[src/rtl/freq_track_bsearch.sv]
module freq_track_bsearch #(
  parameter int CW       = 16,
  parameter int CNTW     = 16,
  parameter int ITERS    = 3,
  parameter int SH0      = 4,
  parameter int ACC_BASE = 16,
  parameter int LENW     = 16,
  parameter int SETW     = 8
) (
  input  logic            clk,
  input  logic            rst_n,
  input  logic            start,
  input  logic [CW-1:0]   init_code,
  input  logic [SETW-1:0] settle_len,
  output logic            meas_req,
  output logic [LENW-1:0] meas_len,
  input  logic            meas_ack,
  input  logic [CNTW-1:0] meas_count,
  output logic [CW-1:0]   osc_code,
  output logic [1:0]      stage,
  output logic            done
);
  localparam int NUMW = 2*CW + 1;
  localparam int DCW  = $clog2(NUMW + 1);
  localparam int ITW  = $clog2(ITERS + 1);
  localparam int GW   = $clog2(3*ITERS + 1);

  typedef enum logic [2:0] {S_IDLE, S_SETUP, S_SETTLE, S_REQ, S_DIV, S_DONE} st_t;
  st_t st;

  logic [CW-1:0]   cm, cl, ch;
  logic [CNTW-1:0] nl;
  logic            hi;
  logic [SETW-1:0] scnt;
  logic [ITW-1:0]  iter;
  logic [GW-1:0]   g;
  logic [CW:0]     rem, den;
  logic [NUMW-1:0] quo;
  logic [DCW-1:0]  dcnt;

  logic [7:0]      sh;
  logic [CW-1:0]   su_cl, su_ch, ncl, nch;
  logic            keep_hi, ge;
  logic [NUMW-1:0] num_n, q_step;
  logic [CW+1:0]   pre;
  logic            busy;

  assign sh      = 8'(SH0 + 32'(stage) * ITERS);
  assign su_cl   = cm + (cm >> sh);
  assign su_ch   = cm - (cm >> sh);
  assign keep_hi = meas_count < nl;
  assign ncl     = keep_hi ? cm : cl;
  assign nch     = keep_hi ? ch : cm;
  assign num_n   = NUMW'(ncl) * NUMW'(nch) * NUMW'(2);
  assign pre     = {rem, quo[NUMW-1]};
  assign ge      = pre >= {1'b0, den};
  assign q_step  = {quo[NUMW-2:0], ge};

  assign meas_req = (st == S_REQ);
  assign meas_len = LENW'(ACC_BASE) << g;
  assign done     = (st == S_DONE);
  assign busy     = (st != S_IDLE) && (st != S_DONE);

  always_ff @(posedge clk or negedge rst_n) begin
    if (!rst_n) begin
      st <= S_IDLE; cm <= '0; cl <= '0; ch <= '0; nl <= '0; hi <= 1'b0;
      scnt <= '0; iter <= '0; g <= '0; rem <= '0; den <= '0; quo <= '0;
      dcnt <= '0; osc_code <= '0; stage <= '0;
    end else begin
      case (st)
        S_IDLE, S_DONE: if (start) begin
          cm <= init_code; stage <= '0; iter <= '0; g <= '0; st <= S_SETUP;
        end
        S_SETUP: begin
          cl <= su_cl; ch <= su_ch; osc_code <= su_cl;
          hi <= 1'b0; scnt <= '0; st <= S_SETTLE;
        end
        S_SETTLE: if (scnt == settle_len) st <= S_REQ; else scnt <= scnt + 1'b1;
        S_REQ: if (meas_ack) begin
          if (!hi) begin
            nl <= meas_count; hi <= 1'b1; osc_code <= ch; scnt <= '0; st <= S_SETTLE;
          end else begin
            cl <= ncl; ch <= nch; quo <= num_n;
            den <= {1'b0, ncl} + {1'b0, nch};
            rem <= '0; dcnt <= '0; st <= S_DIV;
          end
        end
        S_DIV: begin
          rem <= (CW+1)'(ge ? pre - {1'b0, den} : pre);
          quo <= q_step;
          if (dcnt == DCW'(NUMW-1)) begin
            cm <= q_step[CW-1:0];
            if (iter == ITW'(ITERS-1)) begin
              iter <= '0;
              if (stage == 2'd2) begin
                osc_code <= q_step[CW-1:0]; st <= S_DONE;
              end else begin
                stage <= stage + 1'b1; g <= g + 1'b1; st <= S_SETUP;
              end
            end else begin
              iter <= iter + 1'b1; g <= g + 1'b1;
              hi <= 1'b0; scnt <= '0; osc_code <= cl; st <= S_SETTLE;
            end
          end else dcnt <= dcnt + 1'b1;
        end
        default: st <= S_IDLE;
      endcase
    end
  end

  logic [SETW:0]   chk_run;
  logic [CW-1:0]   chk_prev;
  always_ff @(posedge clk or negedge rst_n) begin
    if (!rst_n) begin
      chk_run <= '0; chk_prev <= '0;
    end else begin
      chk_prev <= osc_code;
      if (osc_code != chk_prev) chk_run <= '0;
      else if (chk_run != '1) chk_run <= chk_run + 1'b1;
    end
  end

  p_settle_r3: assert property (@(posedge clk) disable iff (!rst_n)
    $rose(meas_req) |-> chk_run >= {1'b0, settle_len});

  p_req_hold_r4: assert property (@(posedge clk) disable iff (!rst_n)
    meas_req && !meas_ack |=> meas_req && $stable(osc_code));

  p_window_r5: assert property (@(posedge clk) disable iff (!rst_n)
    (st == S_SETTLE || st == S_REQ) |-> (ch < cl) && (ch <= cm) && (cm <= cl));

  p_stage_order_r7: assert property (@(posedge clk) disable iff (!rst_n)
    !$stable(stage) && $past(busy) |-> stage == $past(stage) + 2'd1);

  p_len_grow_r8: assert property (@(posedge clk) disable iff (!rst_n)
    busy && $past(busy) |-> meas_len >= $past(meas_len));

  p_done_hold_r9: assert property (@(posedge clk) disable iff (!rst_n)
    done && !start |=> done && $stable(osc_code));
endmodule

[config.mk]
export PLATFORM = sky130hd
export DESIGN_NAME = freq_track_bsearch
export DESIGN_NICKNAME = d
export VERILOG_FILES = /design/src/rtl/freq_track_bsearch.sv
export SDC_FILE = /design/constraint.sdc
export NUM_CORES = 1
export LEC_CHECK = 0
export ABC_AREA = 1
export BUFFER_PORTS_ARGS = -buffer_cell sky130_fd_sc_hd__buf_2
export CORE_MARGIN = 10
export CORE_UTILIZATION = 40
export CTS_CLUSTER_DIAMETER = 30
export CTS_CLUSTER_SIZE = 14
export DETAILED_ROUTE_END_ITERATION = 16
export HOLD_SLACK_MARGIN = 0.1
export SLEW_MARGIN = 20
export SYNTH_ARGS = -nofsm -noshare
export SYNTH_HDL_FRONTEND = slang
export SYNTH_SLANG_ARGS = --single-unit
export TNS_END_PERCENT = 30
[constraint.sdc]
create_clock -name clk -period 5.87 [get_ports clk]
set_input_delay 0.2935 -clock clk [delete_from_list [all_inputs] [get_ports clk]]
set_output_delay 0.2935 -clock clk [all_outputs]
set_load 0.03 [all_outputs]
==> reports/qor.csv <==
stage,metric,value,unit
status,status,"finished, violations left",
status,violations,setup timing,
worst_setup_path,critPathLaunchType,flip-flop,
die,die_y,253.6,µm
timing,timing.fmax,149.1,MHz
routing,postRouteAntennaNets,0,
finish,n_fill_cell,5246,
die,die_w,253.6,µm
finish,final_core_util,50.96,%
clock_network,clk_latency,0.51,ns
synth,yosys-top-cells-area,"dfrtp_1, fa_1, nand2_1",
synth,avgSynthCellArea,6.966,µm²
worst_setup_path,slowest_stage,fa_2,
finish,final_nets,3863,
routing,drt-total-wl,72280,µm
synth,synth_cell_types,48,
worst_setup_path,crit_top_cell,fa_1,
clock_network,cts_tree,done,
global_route,grt_pass1_wl,115400,µm
placed_design,port_buffers,75,
worst_setup_path,critical_path.max_stage_delay,0.53,ns
synth,synth.largest_area_cell,dfrtp_1,
timing,finalCritPeriodShare,114.3,%
placed_design,place_congestion,0.9596,
timing,drv_slew,0,
worst_setup_path,r2r_end,quo[18],
synth,ys_seq_area_share,19.84,%
routing,first_pass_iters,5,
global_route,grt_pass1_vias,21090,
finish,syn2layout_area_growth,25.90,%
timing,worst_pin_slew,0.9997,ns
clock_network,cts_buffers,17,
clock_network,clk_pin_slew_worst_paths,0.08,ns
die,start_util,40.48,%
placed_design,dpl.hpwl,57300,µm
worst_setup_path,cp-end-kind,flip-flop,
min_path,hold_depth,4,
routing,drt_iter0_drc,1766,
synth,yosysWarnings,0,
min_path,hold_end,st[1],
timing,setup_violations,25,
synth,synth_top_area_share,19.84,%
worst_setup_path,arrival,7.07,ns
routing,drt-vias-per-instance,5.088,
synth,synth.most_common_cell,nand2_1,
global_route,grt_usage,22.96,%
timing,slew_headroom,33.19,%
global_route,overflow,0,
routing,num_vias,21070,
flow_run,cap_violations,0,
clock_network,htreeDepth,4,
timing,hold_slack,0.1984,ns
die,rows,85,
worst_setup_path,reg2reg_slack,-0.84,ns
clock_network,cts_root_buffer,clkbuf_16,
synth,syn_inst,3133,
clock_network,clock_tree.buffer_depth,2,
finish,antennaDiodeCount,0,
timing,rsz0062_at_grt,true,
routing,wl_per_cell,17.45,µm
worst_setup_path,reg2regPathDepth,34,
timing,layout_setup_ws,-0.8389,ns
synth,synth_edf_count,0,
routing,drc_errors,0,
clock_network,clock_sinks,173,
min_path,hold_path_startpoint,meas_ack,
synth,synth_area,0.02182,mm²
synth,ys_ff_latch,173,
worst_setup_path,r2r_start,nl[11],
die,io_pins,80,
worst_setup_path,worstSetupPathType,flip-flop to flip-flop,
die,dieArea,0.06431,mm²
timing,finalCriticalPeriod,6.709,ns
worst_setup_path,crit_fanout,6,
synth,synthArstFlopShare,100.0,%
synth,synth_ff_type,dfrtp_1,
die,core_area,0.05392,mm²
min_path,hp-class,input port to flip-flop,
finish,drive_gt1_share,21.53,%
global_route,grt_max_degree,66,
global_route,antenna_found_initial,1,
timing,fin_skew,0.01920,ns
worst_setup_path,cp.required,6.23,ns
timing,hold_viol_final,0,
synth,synth_top_cells_by_count,"nand2_1, inv_1, nor2_1, nand3_1, fa_1",
-- cell usage in the layout (no fill, tap or decap), types with 20 or more instances in the layout --
master and instances:
fa_2 20, ha_1 149, nor3_1 21, nand3_1 235
inv_2 49, nor2_1 283, or2_2 23, ha_4 34
nand2_4 39, dfrtp_1 173, inv_1 462, nor2_2 30
a21oi_1 104, buf_2 74, nand2_1 769, o21ai_0 110
nand4_1 43, fa_1 178, buf_4 240, nand2_2 60
dlygate4sd3_1 33
-- cell families after synthesis --
group	after synthesis	synth area share, %
AND/OR/NAND/NOR	1567	29.98
other	1	0.01718
XOR/XNOR	32	1.284
flip-flops	173	19.84
adder cells (fa/ha/maj)	385	28.88
AO/OA/AOI/OAI	332	8.399
multiplexers	2	0.09173
buffers and inverters	641	11.51
-- layout make-up --
type | instances | area [µm²] | area share (%)
multi-input cells | 2322 | 16470 | 59.95
flip-flops and latches | 173 | 4329 | 15.76
repair buffers | 388 | 3148 | 11.46
inverters | 532 | 2067 | 7.523
well taps | 696 | 870.8 | 3.169
clock buffers | 19 | 432.9 | 1.576
clock inverters | 12 | 155.1 | 0.5647
-- sequential cells by signal (all words and copies together) (netlist names) --
name and count:
ch 16, cl 16, cm 16, dcnt 6, den 17, g 4
hi 1, iter 2, nl 16, osc_code 16, quo 33, rem 17
scnt 8, st 3, stage 2
-- metrics by stage --
stage	instances	setup WS, ns	area (µm²)	setup TNS [ns]
after floorplan	3136	-0.2198	22410	-3.791
after global placement	4037	-1.187	24950	-24.53
after detailed placement	4037	-1.201	24950	-24.83
after CTS	4131	-0.7954	26910	-16.74
after global routing	4142	-1.119	27480	-24.68
final	4142	-0.8389	27480	-16.98
-- worst max path at each step --
stage | startpoint | end | slack, ns
finish | nl[11] | quo[18] | -0.84
global route | nl[14] | quo[18] | -1.12
CTS | nl[8] | quo[23] | -0.80
detailed placement | meas_count[5] | quo[24] | -1.20
global placement | meas_count[15] | quo[24] | -1.19
floorplan | nl[9] | quo[19] | -0.22
-- critical path: cells and delay by family, from the launching register on --
family / cells / cell delay [ns]
AND/OR/NAND/NOR: 12 / 1.08
adder cells (fa/ha/maj): 9 / 3.71
AO/OA/AOI/OAI: 4 / 0.45
buffers and inverters: 9 / 0.93
flip-flops: 1 / 0.38
-- metal layers --
layer	share of wire (%)	vias up	GRT usage (%)
met2	45	557	35.35
li1	-	10400	-
met3	7.2	86	5.333
met4	2.6	2	7.760
met5	0.018	-	0
met1	45	10030	31.10
-- timing repair --
action                                  in CTS  in global routing
cloned                                       1                  1
hold buffers                                33                  0
buffers inserted                            29                 10
pin swaps                                   76                 74
endpoints found under the hold margin       82                  0
endpoints found under the setup margin      26                 26
resized for setup                          192                131
Power is not shown: default switching activity piles up to over one toggle a cycle in this logic, so the estimate is an artifact.
